$ cat src/rtl/wkp_pkg.sv
package wkp_pkg;
  localparam int FIELD_W   = 2;
  localparam int NUM_SRC   = 4;
  localparam int REG_LINES = 16;

  typedef enum logic [1:0] {
    RA_MODE   = 2'd0,
    RA_SEL_LO = 2'd1,
    RA_SEL_HI = 2'd2,
    RA_SPARE  = 2'd3
  } reg_addr_e;

  typedef enum logic [1:0] {
    SRC_DMA_A = 2'd0,
    SRC_DMA_B = 2'd1,
    SRC_TMR_A = 2'd2,
    SRC_TMR_B = 2'd3
  } clr_src_e;

  // Widen a per-line mask to a per-field (2-bit) mask.
  function automatic logic [63:0] widen_mask(input logic [31:0] m);
    logic [63:0] r;
    r = '0;
    for (int i = 0; i < 32; i++) r[2*i +: 2] = {2{m[i]}};
    return r;
  endfunction
endpackage

$ cat src/rtl/wkp_regs.sv
module wkp_regs
  import wkp_pkg::*;
#(
  parameter int          N_LINES   = 32,
  parameter logic [31:0] ALL_LINES = 32'h00FF_00FF,
  localparam int         LW        = $clog2(N_LINES)
) (
  input  logic                   clk,
  input  logic                   rst_n,
  input  logic                   wr_en,
  input  logic [1:0]             wr_addr,
  input  logic [31:0]            wr_data,
  input  logic [1:0]             rd_addr,
  output logic [31:0]            rd_data,
  input  logic                   cfg_clr_en,
  input  logic [LW-1:0]          cfg_clr_line,
  output logic [N_LINES-1:0]     mode_q,
  output logic [2*N_LINES-1:0]   sel_q
);
  localparam logic [63:0] SEL_KEEP = widen_mask(ALL_LINES);

  logic [31:0] mode_pad, mode_nxt;
  logic [63:0] sel_pad, sel_nxt;

  always_comb begin
    mode_pad = '0;
    mode_pad[N_LINES-1:0] = mode_q;
    sel_pad = '0;
    sel_pad[2*N_LINES-1:0] = sel_q;
  end

  always_comb begin
    mode_nxt = mode_pad;
    sel_nxt  = sel_pad;
    if (wr_en) begin
      unique case (reg_addr_e'(wr_addr))
        RA_MODE:   mode_nxt        = wr_data;
        RA_SEL_LO: sel_nxt[31:0]   = wr_data;
        RA_SEL_HI: sel_nxt[63:32]  = wr_data;
        default:   ;
      endcase
    end
    if (cfg_clr_en) begin
      mode_nxt[cfg_clr_line] = 1'b0;
      sel_nxt[2*int'(cfg_clr_line) +: FIELD_W] = '0;
    end
    mode_nxt = mode_nxt & ALL_LINES;
    sel_nxt  = sel_nxt & SEL_KEEP;
  end

  always_ff @(posedge clk or negedge rst_n) begin
    if (!rst_n) begin
      mode_q <= '0;
      sel_q  <= '0;
    end else begin
      mode_q <= mode_nxt[N_LINES-1:0];
      sel_q  <= sel_nxt[2*N_LINES-1:0];
    end
  end

  always_comb begin
    unique case (reg_addr_e'(rd_addr))
      RA_MODE:   rd_data = mode_pad;
      RA_SEL_LO: rd_data = sel_pad[31:0];
      RA_SEL_HI: rd_data = sel_pad[63:32];
      default:   rd_data = '0;
    endcase
  end
endmodule

$ cat src/rtl/wkp_line.sv
module wkp_line #(
  parameter bit IS_CFG   = 1'b1,
  parameter int AUTO_DLY = 6,
  localparam int CW      = $clog2(AUTO_DLY + 1)
) (
  input  logic clk,
  input  logic rst_n,
  input  logic trig,
  input  logic mode1,
  input  logic clr_hit,
  output logic req
);
  generate
    if (IS_CFG) begin : g_cfg
      logic [CW-1:0] cnt;
      logic          clr;
      assign clr = mode1 ? clr_hit : (cnt == '0);
      always_ff @(posedge clk or negedge rst_n) begin
        if (!rst_n) begin
          req <= 1'b0;
          cnt <= '0;
        end else if (req) begin
          req <= !clr;
          if (cnt != '0) cnt <= cnt - 1'b1;
        end else begin
          req <= trig;
          if (trig) cnt <= CW'(AUTO_DLY - 1);
        end
      end
    end else begin : g_dir
      always_ff @(posedge clk or negedge rst_n) begin
        if (!rst_n)               req <= 1'b0;
        else if (req && mode1)    req <= !clr_hit;
        else                      req <= trig;
      end
    end
  endgenerate
endmodule

$ cat src/rtl/wkp_wakeup_ctrl.sv
module wkp_wakeup_ctrl
  import wkp_pkg::*;
#(
  parameter int          N_LINES   = 32,
  parameter int          AUTO_DLY  = 6,
  parameter logic [31:0] CFG_LINES = 32'h0000_FFFF,
  parameter logic [31:0] ALL_LINES = 32'h00FF_00FF,
  localparam int         LW        = $clog2(N_LINES)
) (
  input  logic               clk,
  input  logic               rst_n,
  input  logic               wr_en,
  input  logic [1:0]         wr_addr,
  input  logic [31:0]        wr_data,
  input  logic [1:0]         rd_addr,
  output logic [31:0]        rd_data,
  input  logic               cfg_clr_en,
  input  logic [LW-1:0]      cfg_clr_line,
  input  logic [N_LINES-1:0] edge_stb,
  input  logic [N_LINES-1:0] dir_lvl,
  input  logic [NUM_SRC-1:0] clr_pulse,
  output logic [N_LINES-1:0] wake_req
);
  logic [N_LINES-1:0]   mode_q;
  logic [2*N_LINES-1:0] sel_q;

  wkp_regs #(.N_LINES(N_LINES), .ALL_LINES(ALL_LINES)) u_regs (
    .clk(clk), .rst_n(rst_n),
    .wr_en(wr_en), .wr_addr(wr_addr), .wr_data(wr_data),
    .rd_addr(rd_addr), .rd_data(rd_data),
    .cfg_clr_en(cfg_clr_en), .cfg_clr_line(cfg_clr_line),
    .mode_q(mode_q), .sel_q(sel_q)
  );

  for (genvar i = 0; i < N_LINES; i++) begin : g_line
    localparam bit IS_CFG = CFG_LINES[i];
    logic trig, hit;
    assign trig = (edge_stb[i] & IS_CFG) | (dir_lvl[i] & !IS_CFG);
    assign hit  = clr_pulse[sel_q[2*i +: FIELD_W]];
    wkp_line #(.IS_CFG(IS_CFG), .AUTO_DLY(AUTO_DLY)) u_line (
      .clk(clk), .rst_n(rst_n), .trig(trig),
      .mode1(mode_q[i]), .clr_hit(hit), .req(wake_req[i])
    );
  end
endmodule

$ cat config.mk
export PLATFORM = sky130hd
export DESIGN_NAME = wkp_wakeup_ctrl
export DESIGN_NICKNAME = d
export VERILOG_FILES = /design/src/rtl/wkp_pkg.sv /design/src/rtl/wkp_regs.sv /design/src/rtl/wkp_line.sv /design/src/rtl/wkp_wakeup_ctrl.sv
export SDC_FILE = /design/constraint.sdc
export NUM_CORES = 1
export LEC_CHECK = 0
export BUFFER_PORTS_ARGS = -buffer_cell sky130_fd_sc_hd__buf_4
export CAP_MARGIN = 5
export CORE_UTILIZATION = 45
export DETAILED_ROUTE_END_ITERATION = 8
export PLACE_DENSITY = 0.69
export SYNTH_ARGS = -nofsm -noshare
export SYNTH_HDL_FRONTEND = slang
export SYNTH_SLANG_ARGS = --single-unit
$ cat constraint.sdc
create_clock -name clk -period 1.5 [get_ports clk]
set_clock_uncertainty 0.1 [all_clocks]
set_input_delay 0.225 -clock clk [delete_from_list [all_inputs] [get_ports clk]]
set_output_delay 0.225 -clock clk [all_outputs]
set_load 0.005 [all_outputs]
==> qor.yml <==
placed_area_sq_um: 8550
crit_buf_inv: 1
seqPwrFrac_pct: 36.3
ios: 177
diodes: 0
cpPeakStageDelay_ps: 380
dp_cells: 1095
regArea_sq_um: 3200
peakVddDrop_mv: 0.892
crit_arrival_ps: 1260
core_area_sq_um: 15400
route.vias.total: 6323
dp_hpwl_microns: 13500
violations: "negative setup slack"
rows: 45
ys_seq_area_share_pct: 44.4
groute.usage.overall_pct: 23.9
synth_edf_count: 0
fin_nets: 1143
r2r_end: "g_line[4].u_line.req$_DFF_PN0_"
reg2reg_from: "u_regs.sel_q[8]$_DFF_PN0_"
first_pass_iters: 5
ys.flop_type: "dfrtp_1"
clk_pin_slew_ps: 60
p_sw_share_pct: 33.6
critical_path_class: "flop to output port"
p_leak_uw: 0.00470
clkPwrFrac_pct: 27.1
p_sw_uw: 5240
cts_buffer_depth: 2
min-delay-start: "dir_lvl[19]"
synthToLayoutAreaGrowth_pct: 41.3
postLayoutCellArea_sq_um: 10200
ys_ff_latch: 128
fin_crit_sh_pct: 106
clkSinkCount: 128
drt-initial-drc-count: 404
synthArstFlopShare_pct: 100
final_cells: 1215
dieArea_sq_um: 16600
rsz0062_at_grt: "true"
grt_pass1_wl_microns: 30000
r2r_slack_ps: 20
p_int_uw: 10400
portBuffers: 128
endpoint_kind: "output port"
grt_max_degree: 37
hold_depth: 3
yosysUniqueCellTypes: 53
worstPathRequired_ps: 1170
cp_slowest_cell: "dfrtp_1"
place_ws_ps: -514
start_kind: "flop"
min_period_ps: 1590
crit_fanout: 2
setup_ws_ps: -88.2
hold_end: "g_line[19].u_line.req$_DFF_PN0_"
path_cells: "mux2i_1 > o21ai_2 > buf_4"
grt-ovfl-total: 0
clk_latency_ps: 420
yosysWarnings: 0
avgViaCountPerCell: 5.20
syn_area_sq_um: 7220
n_fill_cell: 1271
pwr-share-comb_pct: 36.6
wl_per_cell_microns: 15.9
gp_congestion: 0.856
reg2reg_depth: 4
fin_setup_tns_ps: -538
grt_pass1_vias: 6000
ant_nets: 0
cts_inserted_buffers: 17
setup_viol: 13
maxSlewViolCount: 0
fp.dieH_microns: 129
cts_max_level: 4
maxCapViolations: 0
syn_avg_cell_area_sq_um: 9.42
drive_gt1_share_pct: 31.7
fmaxAchievable_mhz: 630
totalWireLength_microns: 19400
cellPowerDensity_nw_per_um2: 1530
initial_utilization_pct: 46.8
holdWs_ps: 13.3
multi_input_area_sq_um: 3660
status: "finished, violations left"
path_delay_family: "flip-flops"
synthCells: 766
hold_violations: 0
hold_class: "input port to flop"
fp.dieW_microns: 129
cts_tree: "yes"
drc: 0
grt_antenna_before_repair: 0
cts-root-buf: "clkbuf_16"
[sequential cells by signal, indices dropped and copies added (netlist names)]
name,cells
g_line.u_line.g_cfg.cnt,48
u_regs.mode_q,16
g_line.u_line.req,32
u_regs.sel_q,32
[cells in the final DEF, fill, tap and decap left out, types with 5 or more instances in the layout]
master	count
nor2_1	82
xnor2_1	6
clkbuf_16	17
mux2_2	6
mux2i_1	12
dfrtp_1	127
o21ai_0	20
inv_1	60
nand3_1	14
ha_1	32
a21oi_2	5
o22ai_1	16
nand2_1	100
buf_4	200
conb_1	8
o21ai_2	5
dlygate4sd3_1	53
a22o_1	12
o221ai_1	16
and2_1	8
nor3_1	10
nand3b_1	5
mux4_2	16
a21oi_1	54
nand2b_1	7
buf_12	6
o21ai_1	5
a31oi_1	13
nor3_2	6
[cell type report]
type                       count  share of cell area [%]
sequential                   128                    31.4
tap                          211                    2.59
inverter                      63                    2.51
clock inverter                10                    1.32
timing repair buffer         264                    21.7
clock buffer                  21                    4.61
multi-input combinational    518                    35.9
[synth_stat cells, drive strengths merged (4+ instances only)]
| master | number | area [sq um] |
|---|---|---|
| mux4 | 16 | 360 |
| a22o | 12 | 105 |
| or3 | 5 | 36.3 |
| buf | 44 | 329 |
| o21ai | 31 | 159 |
| ha | 38 | 475 |
| nor3 | 16 | 80.1 |
| nand3b | 5 | 37.5 |
| inv | 63 | 236 |
| a31oi | 13 | 81.3 |
| nand4 | 4 | 25.0 |
| nor4b | 4 | 35.0 |
| clkbuf | 20 | 75.1 |
| mux2 | 8 | 90.1 |
| nand2 | 100 | 375 |
| o22ai | 16 | 100 |
| nor2 | 83 | 312 |
| dfrtp | 128 | 3200 |
| o221ai | 16 | 140 |
| xnor2 | 6 | 52.6 |
| nor2b | 5 | 31.3 |
| a21oi | 59 | 295 |
| nand2b | 11 | 68.8 |
| mux2i | 12 | 120 |
| nand3 | 14 | 70.1 |
| and2 | 8 | 50.1 |
[worst max-delay path by stage]
stage / slack [ps] / depth (start not counted) / end / startpoint
floorplan: -330 / 8 / u_regs.sel_q[0]$_DFF_PN0_ / cfg_clr_line[1]
global placement: -450 / 8 / u_regs.sel_q[0]$_DFF_PN0_ / cfg_clr_line[1]
detailed placement: -510 / 9 / u_regs.sel_q[12]$_DFF_PN0_ / cfg_clr_line[1]
CTS: -80 / 3 / rd_data[7] / u_regs.sel_q[7]$_DFF_PN0_
global route: -130 / 3 / rd_data[4] / u_regs.sel_q[4]$_DFF_PN0_
finish: -90 / 3 / rd_data[4] / u_regs.sel_q[4]$_DFF_PN0_
[routing by layer]
metal / up-vias / global-route usage, % / part of all wire [%]
li1: 3071 / - / -
met1: 3017 / 30.7 / 44
met2: 197 / 39.1 / 48
met3: 38 / 4.91 / 5.6
met4: 0 / 10.3 / 2.4
met5: - / 0 / 0
[cell families (layout without fill, tap and decap cells)]
| group | Yosys count | in the layout | synth area share (%) |
|---|---|---|---|
| and+or+nand+nor | 266 | 266 | 16.8 |
| buffers and inverters | 127 | 358 | 8.87 |
| AOI/OAI and AO/OA | 164 | 164 | 14.7 |
| xor gates and xnor gates | 6 | 6 | 0.728 |
| DFF | 128 | 128 | 44.4 |
| other | 1 | 8 | 0.0519 |
| adders and majority gates | 38 | 38 | 6.59 |
| muxes | 36 | 36 | 7.90 |
[worst min-delay path, stage by stage]
cell and delay [ps]:
buf_4 90, a21oi_1 30, a31oi_1 130
[power by group through the flow]
| stage | Combinational, uW | Sequential, uW | Clock (uW) |
|---|---|---|---|
| 3_3_place_gp | 4810 | 5710 | 0 |
| 2_1_floorplan | 3780 | 5460 | 0 |
| 5_1_grt | 6470 | 5840 | 4440 |
| 4_1_cts | 5420 | 5630 | 4270 |
| 3_5_place_dp | 4980 | 5740 | 0 |
| 6_report | 5700 | 5670 | 4220 |
[stage by stage]
stage | utilization, % | total power (uW)
after detailed placement | 55.5 | 10700
after global routing | 66.1 | 16800
final | 66.1 | 15600
after floorplan | - | 9240
after global placement | 55.5 | 10500
after CTS | 64.5 | 15300
[timing repair]
action	4_1_cts	5_1_grt
resized for setup	21	33
hold buffers	53	0
hold endpoints to repair	208	0
buffers inserted	32	8
endpoints found under the setup margin	33	45
pin swaps	9	16
No activity file was read; power rests on OpenSTA's default activity.
